==> src/rtl/adc_engine_regs.sv <==
module adc_engine_regs #(
  parameter int NUM_CH  = 16,
  parameter int SW      = 10,
  parameter int STEP_LO = 5,
  parameter int STEP_HI = 7
) (
  input  logic        clk,
  input  logic        rst_n,
  input  logic        bus_en,
  input  logic        bus_wr,
  input  logic        bus_half,
  input  logic [7:0]  bus_addr,
  input  logic [31:0] bus_wdata,
  output logic [31:0] bus_rdata,
  output logic        irq
);
  localparam int NP = NUM_CH / 2;
  localparam int PW = $clog2(NP);
  localparam int CW = $clog2(NUM_CH);
  localparam logic [5:0] NP6 = 6'(NP);
  localparam logic [5:0] NC6 = 6'(NUM_CH);
  localparam logic [31:0] SMASK = 32'((1 << SW) - 1);
  localparam logic [31:0] FMASK = SMASK | (SMASK << 16);
  localparam logic [31:0] HMASK = FMASK | 32'h8000_0000;

  logic [31:0] ctrl_q, intf_q, det_q, clkc_q, isrc_q, trim_q;
  logic [31:0] data_q [NP];
  logic [31:0] bnd_q  [NUM_CH];
  logic [31:0] hys_q  [NUM_CH];

  logic [5:0] word, poff, boff, hoff;
  logic       aligned;
  assign word    = bus_addr[7:2];
  assign aligned = ~bus_addr[0];
  assign poff    = word - 6'd4;
  assign boff    = word - 6'd12;
  assign hoff    = word - 6'd28;

  logic is_ctrl, is_intf, is_det, is_clk, is_isrc, is_trim;
  logic data_act, bnd_act, hys_act, hit;
  assign is_ctrl  = aligned && word == 6'd0;
  assign is_intf  = aligned && word == 6'd1;
  assign is_det   = aligned && word == 6'd2;
  assign is_clk   = aligned && word == 6'd3;
  assign is_isrc  = aligned && word == 6'd48;
  assign is_trim  = aligned && word == 6'd49;
  assign data_act = aligned && poff < NP6;
  assign bnd_act  = aligned && boff < NC6;
  assign hys_act  = aligned && hoff < NC6;
  assign hit = is_ctrl | is_intf | is_det | is_clk | is_isrc | is_trim
             | data_act | bnd_act | hys_act;

  logic [PW-1:0] pidx;
  logic [CW-1:0] bidx, hidx;
  assign pidx = poff[PW-1:0];
  assign bidx = boff[CW-1:0];
  assign hidx = hoff[CW-1:0];

  logic rd_data, wr_any;
  assign rd_data = bus_en && !bus_wr && data_act;
  assign wr_any  = bus_en && bus_wr;

  logic [31:0] cur, blo, bhi;
  logic [SW-1:0] lo_new, hi_new;
  logic viol;
  assign cur    = data_q[pidx];
  assign blo    = bnd_q[{pidx, 1'b0}];
  assign bhi    = bnd_q[{pidx, 1'b1}];
  assign lo_new = cur[SW-1:0] + SW'(STEP_LO);
  assign hi_new = cur[16 +: SW] + SW'(STEP_HI);
  assign viol   = lo_new < blo[SW-1:0] || lo_new > blo[16 +: SW]
               || hi_new < bhi[SW-1:0] || hi_new > bhi[16 +: SW];

  always_ff @(posedge clk) begin
    if (!rst_n) begin
      ctrl_q <= '0;
      intf_q <= '0;
      det_q  <= 32'hF;
      clkc_q <= 32'hF;
      isrc_q <= '0;
      trim_q <= '0;
      for (int i = 0; i < NP; i++) data_q[i] <= '0;
      for (int i = 0; i < NUM_CH; i++) begin
        bnd_q[i] <= '0;
        hys_q[i] <= '0;
      end
    end else if (wr_any) begin
      if (is_ctrl)  ctrl_q <= {bus_wdata[31:9], bus_wdata[0], bus_wdata[7:6], 1'b0, bus_wdata[4:0]};
      if (is_intf)  intf_q <= bus_wdata;
      if (is_det)   det_q  <= bus_wdata;
      if (is_clk)   clkc_q <= bus_wdata;
      if (is_isrc)  isrc_q <= bus_wdata & 32'hFFFF;
      if (is_trim)  trim_q <= bus_wdata & 32'hF;
      if (data_act) data_q[pidx] <= bus_wdata & FMASK;
      if (bnd_act)  bnd_q[bidx]  <= bus_wdata & FMASK;
      if (hys_act)  hys_q[hidx]  <= bus_wdata & HMASK;
    end else if (rd_data) begin
      data_q[pidx] <= (32'(hi_new) << 16) | 32'(lo_new);
      if (viol) intf_q[pidx] <= 1'b1;
    end
  end

  logic [31:0] raw;
  always_comb begin
    raw = '0;
    if (is_ctrl)  raw = ctrl_q;
    if (is_intf)  raw = intf_q;
    if (is_det)   raw = det_q;
    if (is_clk)   raw = clkc_q;
    if (is_isrc)  raw = isrc_q;
    if (is_trim)  raw = trim_q;
    if (data_act) raw = cur;
    if (bnd_act)  raw = bnd_q[bidx];
    if (hys_act)  raw = hys_q[hidx];
  end

  assign bus_rdata = (data_act && bus_half && bus_addr[1]) ? {16'h0, raw[31:16]} : raw;
  assign irq = |intf_q[NP-1:0];

  // the stored pair advances by the fixed step after a full read
  a_r6_sample_advance: assert property (@(posedge clk) disable iff (!rst_n)
    (rd_data && !bus_half) |=> data_q[$past(pidx)][SW-1:0] == SW'($past(bus_rdata[SW-1:0]) + STEP_LO));

  // init bit mirrors enable, auto-compensate never stored
  a_r4_init_mirror: assert property (@(posedge clk) disable iff (!rst_n)
    (wr_any && is_ctrl) |=> (ctrl_q[8] == $past(bus_wdata[0])) && !ctrl_q[5]);

  // flags only drop through a write of the flag word
  a_r7_sticky_flags: assert property (@(posedge clk) disable iff (!rst_n)
    !$past(wr_any && is_intf) |-> (($past(intf_q) & ~intf_q) == 32'h0));

  // irq rises only after a data read or a flag-word write
  a_r7_irq_cause: assert property (@(posedge clk) disable iff (!rst_n)
    $rose(irq) |-> $past(rd_data || (wr_any && is_intf)));

  // unmapped or misaligned reads return zero
  a_r10_unmapped_zero: assert property (@(posedge clk) disable iff (!rst_n)
    (bus_en && !bus_wr && !hit) |-> bus_rdata == 32'h0);
endmodule

==> config.mk <==
export PLATFORM = sky130hd
export DESIGN_NAME = adc_engine_regs
export DESIGN_NICKNAME = d
export VERILOG_FILES = /design/src/rtl/adc_engine_regs.sv
export SDC_FILE = /design/constraint.sdc
export NUM_CORES = 2
export LEC_CHECK = 0
export BUFFER_PORTS_ARGS = -buffer_cell sky130_fd_sc_hd__buf_2
export CORE_ASPECT_RATIO = 1.4
export CORE_UTILIZATION = 63
export DETAILED_ROUTE_END_ITERATION = 16
export PLACE_DENSITY = 0.9
export REMOVE_ABC_BUFFERS = 1
export SKIP_CTS_REPAIR_TIMING = 1
export SYNTH_ARGS = -nofsm -noshare
export SYNTH_HDL_FRONTEND = slang
export SYNTH_SLANG_ARGS = --single-unit
==> constraint.sdc <==
create_clock -name clk -period 10.57 [get_ports clk]
set_input_delay 3.171 -clock clk [delete_from_list [all_inputs] [get_ports clk]]
set_output_delay 3.171 -clock clk [all_outputs]
set_load 0.02 [all_outputs]
==> impl_metrics.env <==
export IMPL_relSlewSlack_pct=4.070
export IMPL_crit_required_ns=7.40
export IMPL_ys_types=73
export IMPL_arrival_ns=6.99
export IMPL_setup_viol=0
export IMPL_synthTopCellsByArea="edfxtp_1 52%, and2_1 8.8%, mux4_2 7.2%"
export IMPL_grt_pass1_vias=35090
export IMPL_outcome="complete, no violations"
export IMPL_slew_violations=0
export IMPL_fin_nets=4004
export IMPL_grt_start_max_net_pins=97
export IMPL_cts_max_path_buffers=3
export IMPL_synth_edff_count=816
export IMPL_finalSetupTns_ns=0
export IMPL_vias=35790
export IMPL_antenna_found_initial=11
export IMPL_setup_worst_path_start_class="input port"
export IMPL_power_frac_comb_pct=11.7
export IMPL_switching_share_pct=26.56
export IMPL_path_class="input port to output port"
export IMPL_cp_slowest_cell="or4_1"
export IMPL_drt_initial_drc_count=6373
export IMPL_worstRegToRegCells=15
export IMPL_drc=0
export IMPL_coreArea_mm2=0.07426
export IMPL_hpwl_mm=102.0
export IMPL_power_mw=8.665
export IMPL_hold_path_class="register to register"
export IMPL_die_y_um=327.1
export IMPL_hold_viol=0
export IMPL_die_x_um=234.2
export IMPL_drt_total_wl_mm=165.2
export IMPL_hold_slack_ns=0.4651
export IMPL_p_sw_mw=2.301
export IMPL_finClkSkew_ns=0.04447
export IMPL_ys_ff_latch=962
export IMPL_wl_per_cell_um=33.30
export IMPL_ios=78
export IMPL_crit_fanout=29
export IMPL_clk_pin_slew_worst_paths_ns=0.06
export IMPL_drive_gt1_share_pct=15.33
export IMPL_critical_path_top_delay_family="simple AND/OR/NAND/NOR gates"
export IMPL_crit_top_cell="a21oi_1"
export IMPL_p_int_mw=6.364
export IMPL_htreeDepth=3
export IMPL_power_density_mw_per_mm2=166.6
export IMPL_min_delay_path_depth=2
export IMPL_path_cells="buf_6, inv_2, ha_2, clkinv_1, buf_4, nor3_2, or4_1, or2_2, a21oi_1, a21oi_1, o22ai_1, buf_2"
export IMPL_cts_root_buf="clkbuf_16"
export IMPL_ant_nets=0
export IMPL_cp_num_cells=12
export IMPL_synth_common_cells="816 x edfxtp_1, 668 x and2_1, 402 x nand2_1, 311 x nor2_1, 299 x clkbuf_1"
export IMPL_synth_top_area_share_pct=51.53
export IMPL_cpPeakStageDelay_ns=0.85
export IMPL_pwr_share_clk_pct=38.2
export IMPL_via_per_inst=7.215
export IMPL_clock_sinks=962
export IMPL_clock_latency_ns=0.72
export IMPL_p_seq_share_pct=50.1
export IMPL_fin_ws_ns=0.4124
export IMPL_yosys_warnings=0
export IMPL_synth_flop_cell="edfxtp_1"
export IMPL_netlist_area_mm2=0.04755
export IMPL_tritoncts="built"
export IMPL_io_buffers=77
export IMPL_rsz0062_at_grt="no"
export IMPL_grtUsageTotal_pct=43.94
export IMPL_dp_cells=4784
export IMPL_ys_async_sr_fraction_pct=0
export IMPL_drt_pass1_iterations=9
export IMPL_vdd_ir_drop_worst_mv=0.1742
export IMPL_area_growth_pct=9.388
export IMPL_instances_no_fill=4961
export IMPL_grt_overflow=0
export IMPL_fin_crit_ns=10.16
export IMPL_synth_top_area_cell="edfxtp_1"
export IMPL_yosysSeqAreaShare_pct=57.68
export IMPL_cts_buffers=90
export IMPL_post_place_ws_ns=0.6220
export IMPL_dieArea_mm2=0.07660
export IMPL_synthCells=3979
export IMPL_gp_congestion=1.115
export IMPL_min_period_over_period_pct=96.10
export IMPL_power_leakage_nw=18.15
export IMPL_endpoint_kind="output port"
export IMPL_cp_buffers_inverters=5
export IMPL_avgSynthCellArea_um2=11.95
export IMPL_tightest_slew_ns=1.426
export IMPL_start_util_pct=64.03
export IMPL_max_freq_ghz=0.09845
export IMPL_placementRows=118
export IMPL_grt_pass1_wl_mm=237.4
export IMPL_cap_violations=0
export IMPL_yosysMostFrequentCell="edfxtp_1"
-- path summary, 6_finish.rpt --
check	start	to	slack, ns
worst min-delay path	ctrl_q[18]	ctrl_q[18]	0.47
worst min register to register	ctrl_q[18]	ctrl_q[18]	0.47
worst max-delay path	bus_addr[4]	bus_rdata[15]	0.41
worst max register to register	data_q[3][17]	intf_q[2]	5.42
-- per-layer routing --
layer,vias to the layer above,global-route usage (%),share of wire [%]
met5,-,0,0.021
met4,6,39.16,11
met3,979,13.48,15
met2,3504,64.84,44
met1,16930,51.66,30
li1,14380,-,-
-- cell usage in the layout (no fill, tap or decap), drive strengths merged, types with 44 or more instances in the layout --
cell | Yosys | routed
o21ai | 99 | 99
a22oi | 54 | 54
buf | 82 | 227
o22ai | 65 | 65
mux2i | 115 | 115
mux4 | 152 | 152
clkbuf | 299 | 110
a21boi | 130 | 130
mux2 | 44 | 44
nor2 | 311 | 311
a21oi | 126 | 126
nand2 | 402 | 402
and2 | 669 | 669
dfxtp | 146 | 146
a221oi | 45 | 45
edfxtp | 816 | 816
-- through the flow --
step	util (%)	area [um2]
2_1_floorplan	-	45980
6_report	70.04	52020
5_1_grt	70.02	52000
3_5_place_dp	65.96	48990
4_1_cts	69.98	51970
3_3_place_gp	65.96	48990
-- power by group through the flow --
stage                     Sequential (mW)  Combinational [mW]  Clock [mW]
after floorplan                      4.39               0.484           0
after global placement               4.40               0.929           0
after detailed placement             4.42               0.942           0
after CTS                            4.34               0.951        3.28
after global routing                 4.35                1.03        3.42
final                                4.34                1.01        3.31
-- worst register-to-register path: stages, from the launching register on --
cell and delay [ns]:
edfxtp_1 0.40, mux4_2 0.52, mux2i_1 0.47, ha_1 0.30, and2_1 0.17, nor2_1 0.06, xnor2_1 0.54, ha_1 0.37
o211ai_1 0.21, a21oi_1 0.08, a211oi_1 0.23, o21ai_0 0.19, a22oi_1 0.27, nor4b_1 0.80, o41a_4 0.33, o21ai_1 0.11
-- sequential cells by signal (all words and copies together) (netlist names) --
signal and count:
isrc_q 16, bnd_q 320, intf_q 32, data_q 160, ctrl_q 30, hys_q 336
clkc_q 32, det_q 32, trim_q 4
-- cell type report --
| type | count | area (um2) |
|---|---|---|
| clock inverters | 56 | 541.8 |
| inverters | 16 | 60.06 |
| fillers | 4765 | 22250 |
| multi-input cells | 2620 | 18680 |
| clock buffers | 110 | 2441 |
| repair buffers | 227 | 1639 |
| diodes | 10 | 25.02 |
| flip-flops and latches | 962 | 27430 |
| well taps | 960 | 1201 |
-- cell families (layout without fill, tap and decap cells) --
kind of cell / after synthesis / after routing / synth area share (%)
buffers and inverters: 397 / 409 / 3.426
AND/OR/NAND/NOR: 1532 / 1532 / 16.32
flip-flops: 962 / 962 / 57.68
adder cells (fa/ha/maj): 43 / 43 / 1.126
multiplexers: 311 / 311 / 10.69
XOR/XNOR: 20 / 20 / 0.3999
AO/OA/AOI/OAI: 714 / 714 / 10.37
other: 0 / 10 / 0
No activity file was read; power rests on OpenSTA's default activity.
